<file path="config.mk">
export PLATFORM = sky130hd
export DESIGN_NAME = dual_probe_cache
export DESIGN_NICKNAME = d
export VERILOG_FILES = /design/src/rtl/dpc_pkg.sv /design/src/rtl/dpc_datapath.sv /design/src/rtl/dpc_control.sv /design/src/rtl/dual_probe_cache.sv
export SDC_FILE = /design/constraint.sdc
export NUM_CORES = 1
export LEC_CHECK = 0
export ABC_AREA = 0
export BUFFER_PORTS_ARGS = -buffer_cell sky130_fd_sc_hd__buf_2
export CELL_PAD_IN_SITES_DETAIL_PLACEMENT = 1
export CELL_PAD_IN_SITES_GLOBAL_PLACEMENT = 2
export CORE_AREA = 2 2 174 176
export DETAILED_ROUTE_END_ITERATION = 16
export DIE_AREA = 0 0 176 178
export PLACE_DENSITY_LB_ADDON = 0.1
export SYNTH_ARGS = -nofsm -noshare
export SYNTH_HDL_FRONTEND = slang
export SYNTH_SLANG_ARGS = --single-unit
export TNS_END_PERCENT = 100
</file>
<file path="constraint.sdc">
create_clock -name clk -period 5.3 [get_ports clk]
set_input_delay 0.265 -clock clk [delete_from_list [all_inputs] [get_ports clk]]
set_output_delay 0.265 -clock clk [all_outputs]
set_load 0.03 [all_outputs]
</file>
<file path="src/rtl/dpc_pkg.sv">
package dpc_pkg;

  typedef enum logic [2:0] {
    ST_IDLE,
    ST_PRI,
    ST_ALT,
    ST_FILL,
    ST_RESP
  } ctlState_t;

  // strobes from control to datapath
  typedef struct packed {
    logic captureReq;  // latch request fields
    logic selAlt;      // compare at hashed slot
    logic selFill;     // output the slot just filled
    logic writeFill;   // write fetched line into victim slot
  } dpStrobe_t;

endpackage

</file>
<file path="src/rtl/dpc_datapath.sv">
module dpc_datapath
  import dpc_pkg::*;
#(
  parameter int TAG_W  = 4,
  parameter int IDX_W  = 3,
  parameter int OFF_W  = 2,
  parameter int THR_W  = 1,
  parameter int DATA_W = 8
) (
  input  logic                          clk,
  input  logic                          rstN,
  input  dpStrobe_t                     stb,
  input  logic [TAG_W+IDX_W+OFF_W-1:0]  reqAddr,
  input  logic [THR_W-1:0]              reqThread,
  input  logic [(DATA_W<<OFF_W)-1:0]    fillLine,
  output logic                          probeHit,
  output logic [IDX_W-1:0]              slotOut,
  output logic [DATA_W-1:0]             wordOut,
  output logic [TAG_W+IDX_W-1:0]        lineAddr
);

  localparam int LINES  = 1 << IDX_W;
  localparam int LINE_W = DATA_W << OFF_W;

  // latched request
  logic [TAG_W-1:0] rqTag;
  logic [IDX_W-1:0] rqIdx;
  logic [OFF_W-1:0] rqOff;
  logic [THR_W-1:0] rqThr;

  // line storage
  logic              lineVld  [LINES];
  logic              lineAlt  [LINES];
  logic [TAG_W-1:0]  lineTag  [LINES];
  logic [THR_W-1:0]  lineThr  [LINES];
  logic [LINE_W-1:0] lineData [LINES];

  logic [IDX_W-1:0] priIdx;
  logic [IDX_W-1:0] altIdx;
  logic [IDX_W-1:0] probeIdx;
  logic [IDX_W-1:0] victimIdx;
  logic             victimAlt;
  logic [IDX_W-1:0] fillSlot;

  always_ff @(posedge clk) begin
    if (!rstN) begin
      rqTag <= '0;
      rqIdx <= '0;
      rqOff <= '0;
      rqThr <= '0;
    end else if (stb.captureReq) begin
      {rqTag, rqIdx, rqOff} <= reqAddr;
      rqThr <= reqThread;
    end
  end

  // modulus and hashed index functions
  generate
    if (TAG_W >= IDX_W) begin : g_hashFull
      assign altIdx = rqIdx ^ rqTag[IDX_W-1:0];
    end else begin : g_hashShort
      assign altIdx = rqIdx ^ {{(IDX_W-TAG_W){1'b0}}, rqTag};
    end
  endgenerate

  assign priIdx   = rqIdx;
  assign probeIdx = stb.selAlt ? altIdx : priIdx;

  always_comb begin
    probeHit = lineVld[probeIdx]
            && (lineTag[probeIdx] == rqTag)
            && (lineThr[probeIdx] == rqThr)
            && (lineAlt[probeIdx] == stb.selAlt);
  end

  // replacement: empty hashed slot first, else primary slot
  assign victimAlt = !lineVld[altIdx];
  assign victimIdx = victimAlt ? altIdx : priIdx;

  always_ff @(posedge clk) begin
    if (!rstN) begin
      fillSlot <= '0;
    end else if (stb.writeFill) begin
      fillSlot <= victimIdx;
    end
  end

  genvar g;
  generate
    for (g = 0; g < LINES; g++) begin : g_line
      logic wrEn;
      assign wrEn = stb.writeFill && (victimIdx == IDX_W'(g));

      always_ff @(posedge clk) begin
        if (!rstN) begin
          lineVld[g] <= 1'b0;
          lineAlt[g] <= 1'b0;
        end else if (wrEn) begin
          lineVld[g] <= 1'b1;
          lineAlt[g] <= victimAlt;
        end
      end

      always_ff @(posedge clk) begin
        if (wrEn) begin
          lineTag[g]  <= rqTag;
          lineThr[g]  <= rqThr;
          lineData[g] <= fillLine;
        end
      end
    end
  endgenerate

  assign slotOut  = stb.selFill ? fillSlot : probeIdx;
  assign wordOut  = lineData[slotOut][rqOff*DATA_W +: DATA_W];
  assign lineAddr = {rqTag, rqIdx};

endmodule

</file>
<file path="src/rtl/dpc_control.sv">
module dpc_control
  import dpc_pkg::*;
(
  input  logic      clk,
  input  logic      rstN,
  input  logic      reqValid,
  input  logic      probeHit,
  input  logic      memAck,
  output dpStrobe_t stb,
  output logic      reqReady,
  output logic      respValid,
  output logic      respHit,
  output logic      respSecond,
  output logic      memReqValid
);

  ctlState_t st;
  ctlState_t stNxt;

  always_ff @(posedge clk) begin
    if (!rstN) st <= ST_IDLE;
    else       st <= stNxt;
  end

  always_comb begin
    stNxt       = st;
    stb         = '0;
    reqReady    = 1'b0;
    respValid   = 1'b0;
    respHit     = 1'b0;
    respSecond  = 1'b0;
    memReqValid = 1'b0;
    unique case (st)
      ST_IDLE: begin
        reqReady = 1'b1;
        if (reqValid) begin
          stb.captureReq = 1'b1;
          stNxt = ST_PRI;
        end
      end
      ST_PRI: begin
        if (probeHit) begin
          respValid = 1'b1;
          respHit   = 1'b1;
          stNxt     = ST_IDLE;
        end else begin
          stNxt = ST_ALT;
        end
      end
      ST_ALT: begin
        stb.selAlt = 1'b1;
        if (probeHit) begin
          respValid  = 1'b1;
          respHit    = 1'b1;
          respSecond = 1'b1;
          stNxt      = ST_IDLE;
        end else begin
          stNxt = ST_FILL;
        end
      end
      ST_FILL: begin
        memReqValid = 1'b1;
        if (memAck) begin
          stb.writeFill = 1'b1;
          stNxt = ST_RESP;
        end
      end
      ST_RESP: begin
        stb.selFill = 1'b1;
        respValid   = 1'b1;
        stNxt       = ST_IDLE;
      end
      default: stNxt = ST_IDLE;
    endcase
  end

endmodule

</file>
<file path="src/rtl/dual_probe_cache.sv">
module dual_probe_cache
  import dpc_pkg::*;
#(
  parameter int TAG_W  = 4,
  parameter int IDX_W  = 3,
  parameter int OFF_W  = 2,
  parameter int THR_W  = 1,
  parameter int DATA_W = 8
) (
  input  logic                          clk,
  input  logic                          rstN,
  input  logic                          reqValid,
  output logic                          reqReady,
  input  logic [TAG_W+IDX_W+OFF_W-1:0]  reqAddr,
  input  logic [THR_W-1:0]              reqThread,
  output logic                          respValid,
  output logic                          respHit,
  output logic                          respSecond,
  output logic [IDX_W-1:0]              respSlot,
  output logic [DATA_W-1:0]             respData,
  output logic                          memReqValid,
  output logic [TAG_W+IDX_W-1:0]        memReqAddr,
  input  logic                          memAck,
  input  logic [(DATA_W<<OFF_W)-1:0]    memData
);

  dpStrobe_t stb;
  logic      probeHit;

  dpc_control u_ctl (
    .clk        (clk),
    .rstN       (rstN),
    .reqValid   (reqValid),
    .probeHit   (probeHit),
    .memAck     (memAck),
    .stb        (stb),
    .reqReady   (reqReady),
    .respValid  (respValid),
    .respHit    (respHit),
    .respSecond (respSecond),
    .memReqValid(memReqValid)
  );

  dpc_datapath #(
    .TAG_W (TAG_W),
    .IDX_W (IDX_W),
    .OFF_W (OFF_W),
    .THR_W (THR_W),
    .DATA_W(DATA_W)
  ) u_dp (
    .clk      (clk),
    .rstN     (rstN),
    .stb      (stb),
    .reqAddr  (reqAddr),
    .reqThread(reqThread),
    .fillLine (memData),
    .probeHit (probeHit),
    .slotOut  (respSlot),
    .wordOut  (respData),
    .lineAddr (memReqAddr)
  );

endmodule

</file>
==> flow_summary.yaml <==
worst_setup_path:
  endpoint: "respData[5]"
  critPathCaptureType: "primary output"
  critical_path_class: "register to primary output"
  r2r_slack_ps: 1320
  r2r_end: "u_dp.lineData[1][14]$_DFFE_PP_"
  critPathLaunch: "u_ctl.st[0]$_SDFFE_PN0P_"
  reg2reg_depth: 8
  worst-path-max-fanout: 34
  required_ps: 5040
  reg2reg_from: "u_dp.rqTag[1]$_SDFFE_PN0P_"
  arrival_ps: 4080
  startpoint_type: "register"
synthesis:
  ys.warnings.count: 0
  synthTopCellsByArea: "edfxtp_1 (71%), mux4_2 (16%), dfxtp_1 (2.8%)"
  synth_cell_types: 38
  synth-edff-count: 310
  synth.top_cell.area_share_pct: 71.22
  ys.flop_type: "edfxtp_1"
  syn_nets: 674
  synth_seq_cells: 328
  syn_area_sq_um: 13070
  synthCells: 628
  synthArstFlopShare_pct: 0
  yosysSeqAreaShare_pct: 73.98
  avgSynthCellArea_sq_um: 20.81
  synth_area_leader_cell: "edfxtp_1"
floorplan:
  fp-row-count: 63
  pin_count: 69
  dieArea_sq_um: 31330
  die_h_microns: 178
  core_sq_um: 29400
  initial_core_util_pct: 44.45
  die_x_microns: 176
clock_network:
  clk_pin_slew_ps: 60
  cts_tree: "yes"
  clock-root-buffer: "clkbuf_16"
  htree_levels: 2
  numCtsBuffers: 37
  insertion_delay_ps: 520
  clockBufferDepth: 3
  cts.sinks: 328
sta:
  period_needed_ps: 4349
  tightestPinTransition_ps: 871.9
  tns_ps: 0
  fin_worst_skew_ps: 8.634
  max_freq_ghz: 0.2299
  hold_violations: 0
  rsz0062_at_grt: "false"
  post-route-period-util_pct: 82.06
  maxSlewViolCount: 0
  relSlewSlack_pct: 41.79
  setup_viol: 0
worst_hold_path:
  hold_path.class: "input pin to register"
power_and_ir_drop:
  total_power_mw: 6.180
  power_leakage_nw: 5.304
  power.density_nw_per_um2: 406.1
  ir_drop_uv: 270.2
placement:
  dp_hpwl_microns: 18170
  dp.cells: 1079
  place_congestion: 0.7674
  portBuffers: 68
finish:
  final_common_cell: "edfxtp_1"
  final_layout_size_suffix_gt1_share_pct: 33.82
  fin_nets: 778
  syn2layout_area_growth_pct: 16.44
  most-common-layout-cells: "edfxtp_1 (310), mux4_2 (93), buf_2 (68), nand2_1 (46), clkbuf_16 (37)"
  fillers: 2639
  fin_cells: 1151
routing:
  vias_per_cell: 5.565
  drc: 0
  route.vias.total: 6405
  drtPass1Iterations: 4
  drt_iter0_markers: 447
  wl_per_cell_microns: 25.89
  ant_nets: 0
  routed_wl_microns: 29800
job:
  cap_violations: 0
global_route:
  grt_max_degree: 38
  grt_overflow: 0
  grt_usage_pct: 20.18
  grt_pass1_vias: 7047
  grt_pass1_wl_microns: 45880
  antenna_found_initial: 1
outcome:
  status: "complete, no violations"
==> registers in the layout, indices dropped and copies added (netlist names) <==
| register | cells |
|---|---|
| u_dp.lineData | 256 |
| u_dp.lineVld | 8 |
| u_ctl.st | 3 |
| u_dp.fillSlot | 3 |
| u_dp.rqThr | 1 |
| u_dp.lineAlt | 8 |
| u_dp.rqTag | 4 |
| u_dp.lineTag | 32 |
| u_dp.rqOff | 2 |
| u_dp.priIdx | 3 |
| u_dp.lineThr | 8 |
==> how the worst min path moves through the flow <==
stage / cells after the start / slack, ps / startpoint / to
floorplan: 0 / 360 / memData[0] / u_dp.lineData[0][0]$_DFFE_PP_
global placement: 3 / 520 / reqAddr[8] / u_dp.rqTag[3]$_SDFFE_PN0P_
detailed placement: 2 / 510 / u_dp.lineAlt[4]$_DFF_P_ / u_dp.lineAlt[4]$_DFF_P_
CTS: 3 / 0.8 / reqAddr[6] / u_dp.rqTag[1]$_SDFFE_PN0P_
global route: 1 / 10 / memData[24] / u_dp.lineData[1][24]$_DFFE_PP_
finish: 3 / 10 / reqAddr[6] / u_dp.rqTag[1]$_SDFFE_PN0P_
==> per-layer routing <==
metal	part of all wire [%]	vias up	track usage, %
li1	-	2766	-
met1	44	3428	27.67
met2	49	173	33.66
met3	5.1	38	3.772
met4	2.0	0	5.234
met5	0	-	0
==> layout make-up <==
class / count / area, sq um / area share [%]
diodes: 1 / 2.502 / 0.01644
clock buffers: 45 / 965.9 / 6.347
clock inverters: 22 / 261.5 / 1.718
inverters: 14 / 52.55 / 0.3453
multi-input cells: 256 / 3201 / 21.03
flip-flops and latches: 328 / 9669 / 63.54
well taps: 390 / 488.0 / 3.206
repair buffers: 95 / 578.1 / 3.798
==> cells by family (layout without fill, tap and decap cells) <==
logic type,Yosys count,count (layout),synth area share (%)
XOR/XNOR,15,15,1.063
buffers and inverters,44,176,1.742
AND/OR/NAND/NOR,93,93,3.446
multiplexers,124,124,18.48
other,0,1,0
flip-flops,328,328,73.98
AO/OA/AOI/OAI,24,24,1.292
==> through the flow <==
stage               setup slack (ps)  cell area [sq um]  utilization, %  hold slack, ps
floorplan                       1508              13070               -           363.9
global placement                1440              13950           47.44           523.1
detailed placement              1298              13950           47.44           511.8
CTS                            860.8              15220           51.75          0.7502
global route                   714.6              15220           51.75           12.39
finish                         950.6              15220           51.76           12.34
==> critical path: stages (launching register included) <==
cell      delay, ps
dfxtp_1         540
and4bb_1        280
xnor2_1         480
nand2_1         190
o21ai_4         130
buf_4           480
mux4_2          420
mux4_2          550
mux2_2          300
buf_2           180
==> timing repair <==
action | in CTS | in global routing
gates resized for setup | 0 | 0
setup buffers | 0 | 0
hold buffers | 4 | 0
hold endpoints to repair | 4 | 0
==> cells in the mapped netlist (9+ instances only) <==
cell type / count
nor2_1: 12
clkbuf_1: 14
inv_1: 12
a21boi_0: 10
xor2_1: 9
dfxtp_1: 18
mux2i_1: 23
edfxtp_1: 310
mux4_2: 93
nand2_1: 46
==> where the power goes <==
part / total, mW / internal, mW / switching [mW]
Sequential: 2.91 / 2.87 / 0.0433
Combinational: 0.712 / 0.321 / 0.390
Clock: 2.56 / 1.55 / 1.01
(Power assumes the default switching activity.)
